### config.mk
export PLATFORM = sky130hd
export DESIGN_NAME = slot_window_gate
export DESIGN_NICKNAME = d
export VERILOG_FILES = /design/src/rtl/tsa_pkg.sv /design/src/rtl/tsa_cfg_shadow.sv /design/src/rtl/tsa_phase_ctl.sv /design/src/rtl/tsa_slot_counter.sv /design/src/rtl/tsa_window_cmp.sv /design/src/rtl/slot_window_gate.sv
export SDC_FILE = /design/constraint.sdc
export NUM_CORES = 1
export LEC_CHECK = 0
export BUFFER_PORTS_ARGS = -buffer_cell sky130_fd_sc_hd__buf_2
export CAP_MARGIN = 10
export CORE_MARGIN = 3
export CORE_UTILIZATION = 60
export DETAILED_ROUTE_END_ITERATION = 6
export PLACE_DENSITY = 0.8
export SYNTH_ARGS = -nofsm -noshare
export SYNTH_HDL_FRONTEND = slang
export SYNTH_SLANG_ARGS = --single-unit
### constraint.sdc
create_clock -name clk -period 4.2 [get_ports clk]
set_clock_uncertainty 0.15 [all_clocks]
set_input_delay 0.63 -clock clk [delete_from_list [all_inputs] [get_ports clk]]
set_output_delay 0.63 -clock clk [all_outputs]
set_load 0.03 [all_outputs]
### src/rtl/tsa_pkg.sv
package tsa_pkg;
  localparam int unsigned TSA_SLOT_W        = 7;
  localparam int unsigned TSA_NUM_W         = 4;
  localparam int unsigned TSA_OFS_W         = 3;
  localparam int unsigned TSA_BITS_PER_SLOT = 8;

  typedef enum logic [1:0] {
    PH_IDLE  = 2'd0,
    PH_DELAY = 2'd1,
    PH_COUNT = 2'd2
  } tsa_phase_e;
endpackage

### src/rtl/tsa_cfg_shadow.sv
module tsa_cfg_shadow #(
  parameter int unsigned SLOT_W = 7,
  parameter int unsigned NUM_W  = 4,
  parameter int unsigned CNT_W  = 8
) (
  input  logic              clk,
  input  logic              rst_n,
  input  logic              load,
  input  logic [SLOT_W-1:0] first_in,
  input  logic [NUM_W-1:0]  num_in,
  output logic [CNT_W-1:0]  first_q,
  output logic [CNT_W-1:0]  limit_q
);
  logic [CNT_W-1:0] first_d;
  logic [CNT_W-1:0] limit_d;

  always_comb begin
    first_d = first_q;
    limit_d = limit_q;
    if (load) begin
      first_d = CNT_W'(first_in);
      limit_d = CNT_W'(first_in) + CNT_W'(num_in);
    end
  end

  always_ff @(posedge clk or negedge rst_n) begin
    if (!rst_n) begin
      first_q <= '0;
      limit_q <= '0;
    end else if (load) begin
      first_q <= first_d;
      limit_q <= limit_d;
    end
  end
endmodule

### src/rtl/tsa_phase_ctl.sv
module tsa_phase_ctl
  import tsa_pkg::*;
#(
  parameter int unsigned OFS_W = 3
) (
  input  logic             clk,
  input  logic             rst_n,
  input  logic             tick,
  input  logic             sync,
  input  logic [OFS_W-1:0] ofs,
  output logic             start,
  output logic             keep_on
);
  tsa_phase_e       phase_q, phase_d;
  logic [OFS_W-1:0] dly_q, dly_d;
  logic             sync_tick;

  assign sync_tick = tick && sync;

  always_comb begin
    phase_d = phase_q;
    dly_d   = dly_q;
    start   = 1'b0;
    if (sync_tick) begin
      phase_d = PH_DELAY;
      dly_d   = ofs;
    end else if (tick && phase_q == PH_DELAY) begin
      if (dly_q == '0) begin
        phase_d = PH_COUNT;
        start   = 1'b1;
      end else begin
        dly_d = dly_q - OFS_W'(1);
      end
    end
  end

  assign keep_on = (phase_q == PH_COUNT) && !sync_tick;

  always_ff @(posedge clk or negedge rst_n) begin
    if (!rst_n) begin
      phase_q <= PH_IDLE;
      dly_q   <= '0;
    end else if (tick) begin
      phase_q <= phase_d;
      dly_q   <= dly_d;
    end
  end
endmodule

### src/rtl/tsa_slot_counter.sv
module tsa_slot_counter #(
  parameter int unsigned BITS_PER_SLOT = 8,
  parameter int unsigned CNT_W         = 8
) (
  input  logic             clk,
  input  logic             rst_n,
  input  logic             tick,
  input  logic             start,
  input  logic             keep_on,
  input  logic [CNT_W-1:0] limit,
  output logic [CNT_W-1:0] slot_d
);
  localparam int unsigned BIT_W = (BITS_PER_SLOT > 1) ? $clog2(BITS_PER_SLOT) : 1;
  localparam logic [BIT_W-1:0] BIT_LAST = BIT_W'(BITS_PER_SLOT - 1);

  logic [BIT_W-1:0] bit_q, bit_d;
  logic [CNT_W-1:0] slot_q;

  always_comb begin
    bit_d  = bit_q;
    slot_d = slot_q;
    if (tick) begin
      if (start) begin
        bit_d  = '0;
        slot_d = '0;
      end else if (keep_on) begin
        if (bit_q == BIT_LAST) begin
          bit_d = '0;
          if (slot_q != limit) begin
            slot_d = slot_q + CNT_W'(1);
          end
        end else begin
          bit_d = bit_q + BIT_W'(1);
        end
      end
    end
  end

  always_ff @(posedge clk or negedge rst_n) begin
    if (!rst_n) begin
      bit_q  <= '0;
      slot_q <= '0;
    end else if (tick) begin
      bit_q  <= bit_d;
      slot_q <= slot_d;
    end
  end
endmodule

### src/rtl/tsa_window_cmp.sv
module tsa_window_cmp #(
  parameter int unsigned CNT_W = 8
) (
  input  logic             clk,
  input  logic             rst_n,
  input  logic             tick,
  input  logic             active_nxt,
  input  logic [CNT_W-1:0] slot_nxt,
  input  logic [CNT_W-1:0] first,
  input  logic [CNT_W-1:0] limit,
  output logic             gate_q
);
  logic gate_d;

  always_comb begin
    gate_d = active_nxt && (slot_nxt >= first) && (slot_nxt < limit);
  end

  always_ff @(posedge clk or negedge rst_n) begin
    if (!rst_n) begin
      gate_q <= 1'b0;
    end else if (tick) begin
      gate_q <= gate_d;
    end
  end
endmodule

### src/rtl/slot_window_gate.sv
module slot_window_gate
  import tsa_pkg::*;
#(
  parameter int unsigned SLOT_W        = TSA_SLOT_W,
  parameter int unsigned NUM_W         = TSA_NUM_W,
  parameter int unsigned OFS_W         = TSA_OFS_W,
  parameter int unsigned BITS_PER_SLOT = TSA_BITS_PER_SLOT
) (
  input  logic              clk,
  input  logic              rst_n,
  input  logic              bit_en,
  input  logic              fsync,
  input  logic [SLOT_W-1:0] first_slot,
  input  logic [NUM_W-1:0]  slot_count,
  input  logic [OFS_W-1:0]  sync_offset,
  output logic              gate,
  output logic              shift_en
);
  localparam int unsigned CNT_W = $clog2((1 << SLOT_W) + (1 << NUM_W));

  logic             sync_load;
  logic             start;
  logic             keep_on;
  logic             active_nxt;
  logic [CNT_W-1:0] first_q;
  logic [CNT_W-1:0] limit_q;
  logic [CNT_W-1:0] slot_nxt;

  assign sync_load  = bit_en && fsync;
  assign active_nxt = start || keep_on;

  tsa_cfg_shadow #(
    .SLOT_W (SLOT_W),
    .NUM_W  (NUM_W),
    .CNT_W  (CNT_W)
  ) u_shadow (
    .clk      (clk),
    .rst_n    (rst_n),
    .load     (sync_load),
    .first_in (first_slot),
    .num_in   (slot_count),
    .first_q  (first_q),
    .limit_q  (limit_q)
  );

  tsa_phase_ctl #(
    .OFS_W (OFS_W)
  ) u_phase (
    .clk     (clk),
    .rst_n   (rst_n),
    .tick    (bit_en),
    .sync    (fsync),
    .ofs     (sync_offset),
    .start   (start),
    .keep_on (keep_on)
  );

  tsa_slot_counter #(
    .BITS_PER_SLOT (BITS_PER_SLOT),
    .CNT_W         (CNT_W)
  ) u_counter (
    .clk     (clk),
    .rst_n   (rst_n),
    .tick    (bit_en),
    .start   (start),
    .keep_on (keep_on),
    .limit   (limit_q),
    .slot_d  (slot_nxt)
  );

  tsa_window_cmp #(
    .CNT_W (CNT_W)
  ) u_window (
    .clk        (clk),
    .rst_n      (rst_n),
    .tick       (bit_en),
    .active_nxt (active_nxt),
    .slot_nxt   (slot_nxt),
    .first      (first_q),
    .limit      (limit_q),
    .gate_q     (gate)
  );

  assign shift_en = gate && bit_en;
endmodule

### After elaboration in Yosys (flattened, before gate mapping)

Index checks and enable logic that the tools add are counted.

| word-level totals | value |
|---|---|
| register bits after elaboration | 32 |
| logic and storage cells | 50 |
| bits of input ports | 18 |
| output and inout bits | 2 |

| operators by class | value |
|---|---|
| multiplexer cells | 17 |
| magnitude comparators | 2 |
| equal/unequal tests | 5 |
| reduce and logical (&&, ||, !) cells | 15 |
| add/subtract/negate cells | 4 |

Operator list:

| kind | count |
|---|---|
| $mux 8 | 5 |
| $mux 3 | 6 |
| $add 7x4->8 | 1 |
| $add 8x1->8 const B | 1 |
| $ge 8x7->1 | 1 |
| $lt 8x8->1 | 1 |
| $ne 8x8->1 | 1 |
| $logic_and 1x1->1 | 6 |
| $mux 2 | 3 |
| $reduce_and 3->1 | 2 |
| $reduce_bool 2->1 | 3 |
| $add 3x1->3 const B | 1 |
| $eq 3x3->1 const B | 1 |
| $logic_not 3->1 | 1 |
| $mux 1 | 3 |
| $sub 3x1->3 const B | 1 |
| $eq 2x1->1 const B | 1 |
| $eq 2x2->1 const B | 1 |
| $ne 2x1->1 const B | 1 |
| $reduce_and 2->1 | 1 |
| $logic_not 1->1 | 1 |
| $logic_or 1x1->1 | 1 |

### Logic depth before layout (Yosys ltp)

Gate-level depths: netlist of the first run.

| depth | value |
|---|---|
| word-level depth | 9 |
| mapped depth | 14 |
| depth with buffers taken out | 14 |

### Hierarchy

From an unflattened synthesis of the first run, not the netlist that was laid out.

| unflattened totals | value |
|---|---|
| cell total of the unflattened synthesis | 253 |
| area total of the unflattened synthesis | 2354.8 µm² |

Modules (own cells, without submodules):

| module | seq. area each (µm²) | instances | cells an instance | area an instance (µm²) |
|---|---|---|---|---|
| tsa_slot_counter | 275.3 | 1 | 89 | 810.8 |
| tsa_cfg_shadow | 375.4 | 1 | 70 | 785.8 |
| tsa_window_cmp | 25.0 | 1 | 54 | 407.9 |
| tsa_phase_ctl | 125.1 | 1 | 37 | 331.6 |
| slot_window_gate | 0.0 | 1 | 3 | 18.8 |

### Least setup slack after synthesis of the first run

No wires, ideal clock.

| path | value |
|---|---|
| kind | input -> register |
| start | input bit_en |
| end | register u_window.gate_q |
| path slack | 1.202 ns |
| stages on the path | 11 |
| setup time | 0.150 ns |
| data required time | 3.900 ns |
| buffers on the path | 2 |
| data arrival time | 2.699 ns |
| cells stage by stage | buf_4 inv_2 nor4b_4 clkbuf_1 nor2_1 ha_1 a21boi_0 o21ai_0 a21oi_1 a2111oi_0 a221oi_2 |

| between the ends | value |
|---|---|
| cells in the longest elaborated chain, start to end | 9 |
| elaborated cells between the ends (all ways) | 14 |
| classes of those cells | order compare: 2; mux: 5; reduce/logical: 7 |

RTL lines:

| item | line | RTL |
|---|---|---|
| from (decl) | slot_window_gate.sv:11 | `input logic bit_en,` |
| $logic_and 1x1->1 | tsa_phase_ctl.sv:18 | `assign sync_tick = tick && sync;` |
| $logic_not 1->1 | tsa_phase_ctl.sv:37 | `assign keep_on = (phase_q == PH_COUNT) && !sync_tick;` |
| $logic_and 1x1->1 | tsa_phase_ctl.sv:37 |  |
| $mux 8 | tsa_slot_counter.sv:26 | `end else if (keep_on) begin` |
| $mux 8 | tsa_slot_counter.sv:23 | `if (start) begin` |
| $mux 8 * | tsa_slot_counter.sv:22 | `if (tick) begin` |
| via slot_nxt[1] | slot_window_gate.sv:27 | `logic [CNT_W-1:0] slot_nxt;` |
| $ge 8x7->1 | tsa_window_cmp.sv:16 | `gate_d = active_nxt && (slot_nxt >= first) && (slot_nxt < limit);` |
| $logic_and 1x1->1 | tsa_window_cmp.sv:16 |  |
| $logic_and 1x1->1 * | tsa_window_cmp.sv:16 |  |
| to (signal assigned) | tsa_window_cmp.sv:23 | `gate_q <= gate_d;` |
| to (decl) | tsa_window_cmp.sv:11 | `output logic gate_q` |

The timed path passes the listed nets; every way through them passes the cells marked *.
A chain may end at the register's enable or synchronous reset.

### Final worst setup path of the first run

| path | value |
|---|---|
| start | register u_phase.dly_q[0] |
| end | register u_window.gate_q |

| between the ends | value |
|---|---|
| cells in the longest elaborated chain, start to end | 9 |
| elaborated cells between the ends (all ways) | 11 |
| classes of those cells | order compare: 2; mux: 5; reduce/logical: 4 |

RTL lines:

| item | line | RTL |
|---|---|---|
| from (decl) | tsa_phase_ctl.sv:15 | `logic [OFS_W-1:0] dly_q, dly_d;` |
| from (signal assigned) | tsa_phase_ctl.sv:45 | `dly_q <= dly_d;` |
| $logic_not 3->1 * | tsa_phase_ctl.sv:28 | `if (dly_q == '0) begin` |
| $mux 1 * | tsa_phase_ctl.sv:28 |  |
| $mux 1 * | tsa_phase_ctl.sv:27 | `end else if (tick && phase_q == PH_DELAY) begin` |
| $mux 1 * | tsa_phase_ctl.sv:24 | `if (sync_tick) begin` |
| $mux 8 * | tsa_slot_counter.sv:23 |  |
| $mux 8 * | tsa_slot_counter.sv:22 |  |
| via slot_nxt[3] | slot_window_gate.sv:27 |  |
| $ge 8x7->1 | tsa_window_cmp.sv:16 |  |
| $logic_and 1x1->1 | tsa_window_cmp.sv:16 |  |
| $logic_and 1x1->1 * | tsa_window_cmp.sv:16 |  |

Marks and branches as above.

==> flow_metrics.py, run 1 <==
metrics = {
    "outcome": {
        "status": "finished, final reports clean",
    },
    "clock_tree": {
        "cts.sinks": 32,
        "clkTransAtPathRegs_ps": 110,
        "cts-resized-gates": 0,
        "insertion_delay_ps": 360,
        "postCtsHoldBufs": 0,
        "cts_root_buffer": "clkbuf_4",
        "htree_levels": 2,
        "cts_buffers": 5,
        "cts_tree": "built",
        "cts_buffer_depth": 2,
        "post-cts-setup-buffers": 0,
    },
    "power_and_ir_drop": {
        "worst_ir_drop_vdd_v": 0.000282,
        "leakage_uw": 0.00124,
        "powerDensity_nw_per_um2": 371,
    },
    "synthesis": {
        "netlist_instances": 241,
        "synth_xor_area_share_pct": 6.92,
        "synth_top_family_by_area": "simple AND/OR/NAND/NOR gates",
        "yosysUniqueCellTypes": 40,
        "yosysSeqAreaShare_pct": 37.2,
        "synth-main-ff-cell": "dfrtp_1",
        "synth-async-reset-ratio_pct": 100,
        "synth-seq-cells": 32,
        "synth-compound-area-share_pct": 14.4,
        "yosysMostFrequentCell": "dfrtp_1",
        "yosys-top-cells-area": "dfrtp_1 (37%), ha_1 (13%), o21ai_0 (7.0%), xor2_1 (6.1%), nand2_1 (4.7%)",
        "synthMuxAreaShare_pct": 0.930,
        "yosys-top-cells-count": "dfrtp_1 (32), o21ai_0 (30), nand2_1 (27), inv_1 (24), ha_1 (23)",
        "synth_simple_gate_area_share_pct": 20.7,
        "synth_nets": 283,
        "synthAdderAreaFrac_pct": 14.3,
        "synth_area_um2": 2150,
        "yosysWarnings": 0,
        "synth_top_area_share_pct": 37.2,
        "synth_edf_count": 0,
        "syn_avg_cell_area_um2": 8.93,
        "synth.largest_area_cell": "dfrtp_1",
    },
    "sta": {
        "hold_violations": 0,
        "rsz0062_at_grt": "false",
        "period_share_pct": 76.2,
        "slew_violations": 0,
        "finalSetupViolCount": 0,
        "layout_min_cycle_time_ps": 3200,
        "fin_tns_setup_ps": 0,
        "holdWs_ps": 167,
        "slew-limit-headroom_pct": 49.6,
        "setup_slack_ps": 1000,
        "tightest_slew_ps": 756,
        "fmax_mhz": 313,
    },
    "worst_setup_path": {
        "r2r_cells": 13,
        "crit_chain": "inv_1 > ha_1 > nand2b_1 > nor4b_4 > buf_4 > a31oi_1 > o21ai_0 > o21ai_0 > ha_1 > o2111ai_1 > a21oi_1 > a2111oi_0 > a221oi_2",
        "cp-end-kind": "register",
        "path_delay_family": "compound AO/OA/AOI/OAI gates",
        "cp.depth": 13,
        "start_kind": "register",
        "worstPathRequired_ps": 4270,
        "worst-path-buf-inv": 2,
        "crit_type": "reg -> reg",
        "cpPeakStageDelay_ps": 430,
        "cp.arrival_ps": 3270,
        "slowest_stage": "a2111oi_0",
        "worstPathMaxFanout": 19,
    },
    "drt": {
        "ant_nets": 0,
        "vias": 1691,
        "first_pass_iters": 4,
        "drtIter0Drc": 114,
        "drcViolationCount": 0,
        "routed_via_density": 5.47,
        "drt-total-wl_um": 4270,
        "avgRoutedWirePerCell_um": 13.8,
    },
    "floorplan": {
        "core_um2": 3390,
        "chipWidth_um": 65.9,
        "start_util_pct": 63.5,
        "rows": 21,
        "die_area_um2": 4340,
        "die_y_um": 65.9,
        "io_pins": 20,
    },
    "global_route": {
        "grt_first_pass_wirelength_um": 7200,
        "grt_usage_pct": 22.3,
        "grt_pass1_vias": 1608,
        "overflow": 0,
        "grt_max_degree": 33,
        "antenna_found_initial": 0,
    },
    "finish": {
        "nFillCells": 260,
        "fin_cells": 309,
        "post-route-util_pct": 69.7,
        "num_antenna_cells": 0,
        "nets": 304,
        "drive_above_1_share_pct": 12.9,
        "syn_to_final_growth_pct": 9.77,
    },
    "placement": {
        "hpwl_um": 3250,
        "dp_worst_setup_slack_ps": 712,
        "io_buffers": 19,
        "gp_congestion": 0.922,
        "dp_cells": 301,
    },
    "run": {
        "maxCapViolCount": 0,
    },
    "hold_path": {
        "hold_path.class": "in -> async",
    },
}
==> state kept, by name (all words and copies together), names as in the netlist <==
signal and cells:
u_shadow.limit_q 8, u_phase.phase_q 2, u_window.gate_q 1, u_phase.dly_q 3, u_counter.bit_q 3, u_counter.slot_q 8
u_shadow.first_q 7
==> power breakdown <==
| group | switching, µW | total, µW | internal (µW) |
|---|---|---|---|
| logic | 139 | 244 | 106 |
| clock network | 113 | 237 | 125 |
| registers | 35.8 | 393 | 358 |
| total | 287 | 875 | 588 |
==> logic make-up (layout without fill, tap and decap cells) <==
group	Yosys count	count (layout)
fa+ha+maj	24	24
compound gates	52	52
simple gates	83	83
xor+xnor	17	17
buf+inv	31	53
mux	2	2
flops	32	32
==> path summary, 6_finish.rpt <==
check                                                 from                         endpoint  slack [ps]
max                           u_phase.dly_q[0]$_DFFE_PN0P_      u_window.gate_q$_DFFE_PN0P_        1000
min                                                  rst_n  u_shadow.first_q[0]$_DFFE_PN0P_         170
max reg2reg                   u_phase.dly_q[0]$_DFFE_PN0P_      u_window.gate_q$_DFFE_PN0P_        1000
min reg2reg                u_shadow.first_q[0]$_DFFE_PN0P_  u_shadow.first_q[0]$_DFFE_PN0P_         340
max in group asynchronous                            rst_n   u_counter.bit_q[1]$_DFFE_PN0P_        3260
min in group clk                             first_slot[0]  u_shadow.first_q[0]$_DFFE_PN0P_         340
==> metal layers <==
metal	track usage, %	wire length, µm	vias up
met5	0	0	-
li1	-	-	861
met1	29.8	2100	795
met4	9.33	82	0
met2	35.4	1940	27
met3	4.08	143	8
==> final cells by class <==
type	instances	area (µm²)	share of cell area [%]
multi-input combinational	178	1230	52.1
clock inverter	2	35.0	1.48
timing repair buffer	20	103	4.34
clock buffer	6	41.3	1.75
inverter	25	93.8	3.97
sequential	32	801	33.9
tap	46	57.6	2.44
==> placed cells by master, fill, tap and decap left out, types with 2 or more instances in the layout <==
master    count
dfrtp_1      32
xor2_1       15
nand2_1      27
clkbuf_4      5
a21oi_1       7
a21o_1        3
nor2b_1       6
o21ai_0      30
inv_1        24
nand2b_1      2
buf_2        19
and3_1        4
nor4_4        2
ha_1         23
nor3_1        4
nand4_1       6
xnor2_1       2
nor2_1       20
and2_1        4
mux2i_1       2
nand3_1       3
==> through the flow <==
stage	instance area, µm²	total power (µW)
floorplan	2150	580
global placement	2290	636
detailed placement	2290	644
CTS	2360	881
global route	2360	934
finish	2360	875
Note: power is estimated with default switching activity, not from simulation.
==> run 2, diff against run 1 <==
CORE_UTILIZATION = 59   (was 60)
PLACE_DENSITY = 0.79   (was 0.8)
clock period = 3.3 ns   (was 4.2 ns; I/O delays follow)
==> run 2 against run 1 <==
- setup slack worse by 710 ps
- critical endpoint unchanged
- first-iteration DRC count shrank 25%
- routed wire length increased by 5.3%
==> flow_metrics.py, run 2 (synthesized netlist as in run 1, its figures left out) <==
metrics = {
    "outcome": {
        "status": "finished, final reports clean",
    },
    "power_and_ir_drop": {
        "seqPwrFrac_pct": 44.6,
        "power.switching_uw": 381,
        "internal-power_uw": 752,
        "combPwrFrac_pct": 28.5,
        "powerDensity_nw_per_um2": 476,
        "power_uw": 1130,
        "p_sw_share_pct": 33.6,
        "worst_ir_drop_vdd_v": 0.000478,
        "clockPowerShare_pct": 26.8,
        "leakage_uw": 0.00125,
    },
    "placement": {
        "postPlaceCellArea_um2": 2300,
        "hpwl_um": 3470,
        "gp_congestion": 0.855,
        "io_buffers": 19,
        "dp_worst_setup_slack_ps": 239,
    },
    "drt": {
        "avgRoutedWirePerCell_um": 14.4,
        "drt-total-wl_um": 4490,
        "routed_via_density": 5.69,
        "drcViolationCount": 0,
        "first_pass_iters": 4,
        "vias": 1769,
        "drtIter0Drc": 86,
        "ant_nets": 0,
    },
    "worst_setup_path": {
        "worstPathRequired_ps": 3410,
        "r2r_cells": 13,
        "cpPeakStageDelay_ps": 400,
        "timing.rr.end": "u_window.gate_q$_DFFE_PN0P_",
        "cp.arrival_ps": 3120,
        "worstPathMaxFanout": 6,
        "endpoint": "u_window.gate_q$_DFFE_PN0P_",
        "crit_type": "reg -> reg",
        "setup.worst_path.start": "u_counter.bit_q[0]$_DFFE_PN0P_",
        "start_kind": "register",
        "slowest_stage": "dfrtp_1",
        "r2r_slack_ps": 290,
        "cp_common_cell": "ha_1",
        "rr_startpoint": "u_counter.bit_q[0]$_DFFE_PN0P_",
        "cp-end-kind": "register",
        "crit_chain": "ha_1 > ha_1 > nand4_1 > a21oi_2 > nand3_1 > xor2_1 > nor2_1 > ha_1 > a211oi_1 > nor2_1 > nor3_1 > o21ai_0 > a221oi_2",
    },
    "floorplan": {
        "rows": 21,
        "chipWidth_um": 66.4,
        "start_util_pct": 63.0,
        "die_area_um2": 4410,
        "core_um2": 3420,
        "die_y_um": 66.4,
        "io_pins": 20,
    },
    "sta": {
        "fin_tns_setup_ps": 0,
        "finalSetupViolCount": 0,
        "slew_violations": 0,
        "setup_slack_ps": 287,
        "slew-limit-headroom_pct": 47.5,
        "fmax_mhz": 332,
        "holdWs_ps": 44.6,
        "tightest_slew_ps": 787,
        "hold_violations": 0,
        "layout_min_cycle_time_ps": 3010,
        "period_share_pct": 91.3,
        "rsz0062_at_grt": "false",
    },
    "clock_tree": {
        "cts-resized-gates": 0,
        "cts_buffer_depth": 2,
        "postCtsHoldBufs": 0,
        "post-cts-setup-buffers": 0,
        "insertion_delay_ps": 340,
        "clkTransAtPathRegs_ps": 120,
        "cts_tree": "built",
        "cts_root_buffer": "clkbuf_4",
        "htree_levels": 2,
        "cts_buffers": 5,
        "cts.sinks": 32,
    },
    "global_route": {
        "grt_max_degree": 33,
        "grt_pass1_vias": 1732,
        "antenna_found_initial": 0,
        "grt_first_pass_wirelength_um": 7740,
        "grt_usage_pct": 23.5,
        "overflow": 0,
    },
    "finish": {
        "final_area_um2": 2380,
        "num_antenna_cells": 0,
        "reg_top3": "u_counter.slot_q x8, u_shadow.limit_q x8, u_shadow.first_q x7",
        "nets": 306,
        "drive_above_1_share_pct": 13.6,
        "final_cell_mix": "dfrtp_1 (32), o21ai_0 (30), nand2_1 (27)",
        "nFillCells": 292,
        "layout_commonest_cell": "dfrtp_1",
        "syn_to_final_growth_pct": 10.5,
    },
    "hold_path": {
        "hold_path.class": "in -> async",
    },
    "run": {
        "maxCapViolCount": 0,
    },
}
[run 2: critical path: cells and delay by family, from the launching register on]
kind	cells	cell delay, ps
flops	1	400
simple gates	5	720
compound gates	4	840
fa+ha+maj	3	620
xor+xnor	1	190
[run 2: layer usage]
layer / up-vias / global-route usage, % / wire length, µm
met1: 849 / 31.4 / 2140
met5: - / 0 / 0
li1: 866 / - / -
met2: 40 / 37.3 / 2080
met4: 0 / 10.2 / 114
met3: 14 / 3.74 / 157
[run 2: cell type report]
type                       count  area (µm²)  share of cell area [%]
multi-input combinational    178        1230                    51.8
sequential                    32         801                    33.7
tap                           46        57.6                    2.42
inverter                      25        93.8                    3.95
clock inverter                 2        35.0                    1.47
timing repair buffer          22         118                    4.94
clock buffer                   6        41.3                    1.74
[run 2: power by group through the flow]
stage	registers, µW	clock network, µW	logic, µW
2_1_floorplan	496	0	242
3_3_place_gp	505	0	309
3_5_place_dp	512	0	321
4_1_cts	504	308	325
5_1_grt	512	321	369
6_report	505	304	323
[run 2: how the worst min path moves through the flow]
stage / slack, ps / to / depth (start not counted) / from
global route: 90 / u_counter.slot_q[5]$_DFFE_PN0P_ / 1 / rst_n
global placement: 320 / u_phase.dly_q[1]$_DFFE_PN0P_ / 2 / u_phase.dly_q[1]$_DFFE_PN0P_
detailed placement: 330 / u_shadow.first_q[0]$_DFFE_PN0P_ / 2 / u_shadow.first_q[0]$_DFFE_PN0P_
finish: 40 / u_counter.slot_q[5]$_DFFE_PN0P_ / 1 / rst_n
floorplan: 50 / u_counter.bit_q[0]$_DFFE_PN0P_ / 0 / rst_n
CTS: 70 / u_counter.slot_q[5]$_DFFE_PN0P_ / 1 / rst_n
[run 2: metrics by stage]
step                utilization, %  std cells
floorplan                        -        241
global placement              67.4        303
detailed placement            67.4        303
CTS                           69.6        311
global route                  69.6        311
finish                        69.6        311
==> run 3, diff against run 2 <==
CORE_UTILIZATION = 53   (was 59)
CTS_CLUSTER_SIZE = 24   (was not set)
PLACE_DENSITY = 0.75   (was 0.79)
clock period = 2.7 ns   (was 3.3 ns; I/O delays follow)
==> run 3 against run 2 <==
- the flow now finishes with violations (setup timing)
- critical endpoint unchanged
- critical path depth fell by 1
- largest power group unchanged
- clock-buffer cell count up 1
- sequential share of layout area shrank 4.8 points
- final cell count up 10%
- via count grew 8.8%
- total power is 46% higher
- register-to-register slack got worse by 510 ps
==> flow_metrics.py, run 3 (synthesized netlist as in run 1, its figures left out) <==
metrics = {
    "global_route": {
        "grt_first_pass_wirelength_um": 8920,
        "grt_usage_pct": 23.7,
        "overflow": 0,
        "grt_pass1_vias": 1940,
        "antenna_found_initial": 0,
        "grt_max_degree": 33,
    },
    "clock_tree": {
        "cts.sinks": 32,
        "postCtsHoldBufs": 0,
        "cts_root_buffer": "clkbuf_8",
        "cts_buffers": 5,
        "cts_tree": "built",
        "clkTransAtPathRegs_ps": 70,
        "insertion_delay_ps": 290,
        "htree_levels": 2,
        "cts_buffer_depth": 2,
    },
    "worst_setup_path": {
        "crit_chain": "xor2_1 > nor4_4 > a21oi_4 > nand3_2 > xor2_2 > nor2_2 > ha_4 > a211oi_2 > nor2_1 > nor3_2 > o21ai_1 > a221oi_2",
        "r2r_slack_ps": -220,
        "cp.arrival_ps": 2970,
        "rr_startpoint": "u_counter.slot_q[7]$_DFFE_PN0P_",
        "cp.depth": 12,
        "worstPathRequired_ps": 2760,
        "setup.worst_path.start": "u_counter.slot_q[7]$_DFFE_PN0P_",
        "worst-path-buf-inv": 0,
        "crit_type": "reg -> reg",
        "r2r_cells": 12,
        "endpoint": "u_window.gate_q$_DFFE_PN0P_",
        "cp-end-kind": "register",
        "start_kind": "register",
        "cpPeakStageDelay_ps": 430,
        "timing.rr.end": "u_window.gate_q$_DFFE_PN0P_",
        "worstPathMaxFanout": 6,
        "slowest_stage": "dfrtp_1",
        "path_delay_family": "compound AO/OA/AOI/OAI gates",
    },
    "drt": {
        "routed_via_density": 5.61,
        "vias": 1925,
        "ant_nets": 0,
        "avgRoutedWirePerCell_um": 16.1,
        "drt-total-wl_um": 5520,
        "drcViolationCount": 0,
        "first_pass_iters": 4,
        "drtIter0Drc": 82,
    },
    "finish": {
        "final_cell_mix": "dfrtp_1 (32), buf_4 (31), nand2_1 (27)",
        "nets": 336,
        "num_antenna_cells": 0,
        "syn_to_final_growth_pct": 28.8,
        "reg_top3": "u_counter.slot_q x8, u_shadow.limit_q x8, u_shadow.first_q x7",
        "layout_commonest_cell": "dfrtp_1",
        "post-route-util_pct": 73.0,
        "drive_above_1_share_pct": 28.1,
        "nFillCells": 274,
    },
    "power_and_ir_drop": {
        "powerDensity_nw_per_um2": 597,
        "power_uw": 1650,
        "worst_ir_drop_vdd_v": 0.000382,
        "leakage_uw": 0.00144,
    },
    "floorplan": {
        "rows": 22,
        "die_y_um": 69.7,
        "die_area_um2": 4860,
        "core_um2": 3800,
        "chipWidth_um": 69.7,
        "io_pins": 20,
        "start_util_pct": 56.7,
    },
    "sta": {
        "layout_min_cycle_time_ps": 2920,
        "slew_violations": 0,
        "finalSetupViolCount": 1,
        "rsz0062_at_grt": "true",
        "period_share_pct": 108,
        "slew-limit-headroom_pct": 52.5,
        "tightest_slew_ps": 713,
        "hold_violations": 0,
        "setup_slack_ps": -219,
        "fmax_mhz": 343,
    },
    "placement": {
        "hpwl_um": 3550,
        "gp_congestion": 0.898,
        "io_buffers": 19,
    },
    "run": {
        "maxCapViolCount": 0,
    },
    "outcome": {
        "violations": "setup timing",
        "status": "complete, but fails checks",
    },
    "hold_path": {
        "hold_path.class": "in -> async",
    },
}
[run 3: cell count changes in the layout (fill, tap and decap cells not counted), moves of 3 or more]
cell / previous run / this run
ha_1: 23 / 20
o21ai_1: 0 / 3
clkbuf_4: 5 / 0
buf_4: 3 / 31
o21ai_0: 30 / 25
clkbuf_8: 0 / 7
[run 3: worst min path at each step]
stage / start / endpoint / slack [ps] / depth (start not counted)
global placement: u_shadow.first_q[0]$_DFFE_PN0P_ / u_shadow.first_q[0]$_DFFE_PN0P_ / 320 / 2
detailed placement: u_phase.dly_q[1]$_DFFE_PN0P_ / u_phase.dly_q[1]$_DFFE_PN0P_ / 340 / 2
CTS: rst_n / u_counter.bit_q[2]$_DFFE_PN0P_ / 30 / 1
finish: rst_n / u_shadow.limit_q[2]$_DFFE_PN0P_ / 9 / 1
global route: rst_n / u_shadow.limit_q[2]$_DFFE_PN0P_ / 60 / 1
floorplan: rst_n / u_counter.bit_q[0]$_DFFE_PN0P_ / -40 / 0
[run 3: final cells by class]
cell class                 instances  area, µm²  share of cell area [%]
clock buffer                       7       96.3                    3.48
clock inverter                     1       30.0                    1.08
inverter                          25       93.8                    3.39
multi-input combinational        178       1330                    48.0
sequential                        32        801                    28.9
tap                               48       60.1                    2.17
timing repair buffer              52        359                    13.0
[run 3: stage by stage]
| step | hold slack, ps | TNS (ps) | setup WS [ps] | instances | area [µm²] |
|---|---|---|---|---|---|
| finish | 9.42 | -219 | -219 | 343 | 2770 |
| global route | 59.1 | -304 | -304 | 343 | 2770 |
| CTS | 30.0 | -84.6 | -84.6 | 337 | 2670 |
| detailed placement | 340 | -86.1 | -86.1 | 324 | 2450 |
| global placement | 323 | -17.5 | -17.5 | 324 | 2450 |
| floorplan | -40.6 | 0 | 15.8 | 241 | 2170 |
[run 3: timing repair]
item                                    4_1_cts  5_1_grt
setup buffers                                 5        6
pin swaps                                     7       15
gates resized for setup                      11       13
endpoints found under the setup margin        1        1
[run 3: power breakdown]
part           leakage [µW]  internal, µW  total, µW  switching (µW)
registers          0.000414           557        606            48.7
clock network     0.0000645           325        505             180
logic              0.000960           265        544             279
total               0.00144          1150       1650             508
[run 3: layer usage]
metal  track usage (%)  share of wire (%)  vias to the layer above
li1                  -                  -                      924
met1              28.5                 41                      927
met2              40.4                 51                       53
met3              4.64                4.3                       21
met4              11.3                4.0                        0
met5                 0                  0                        -
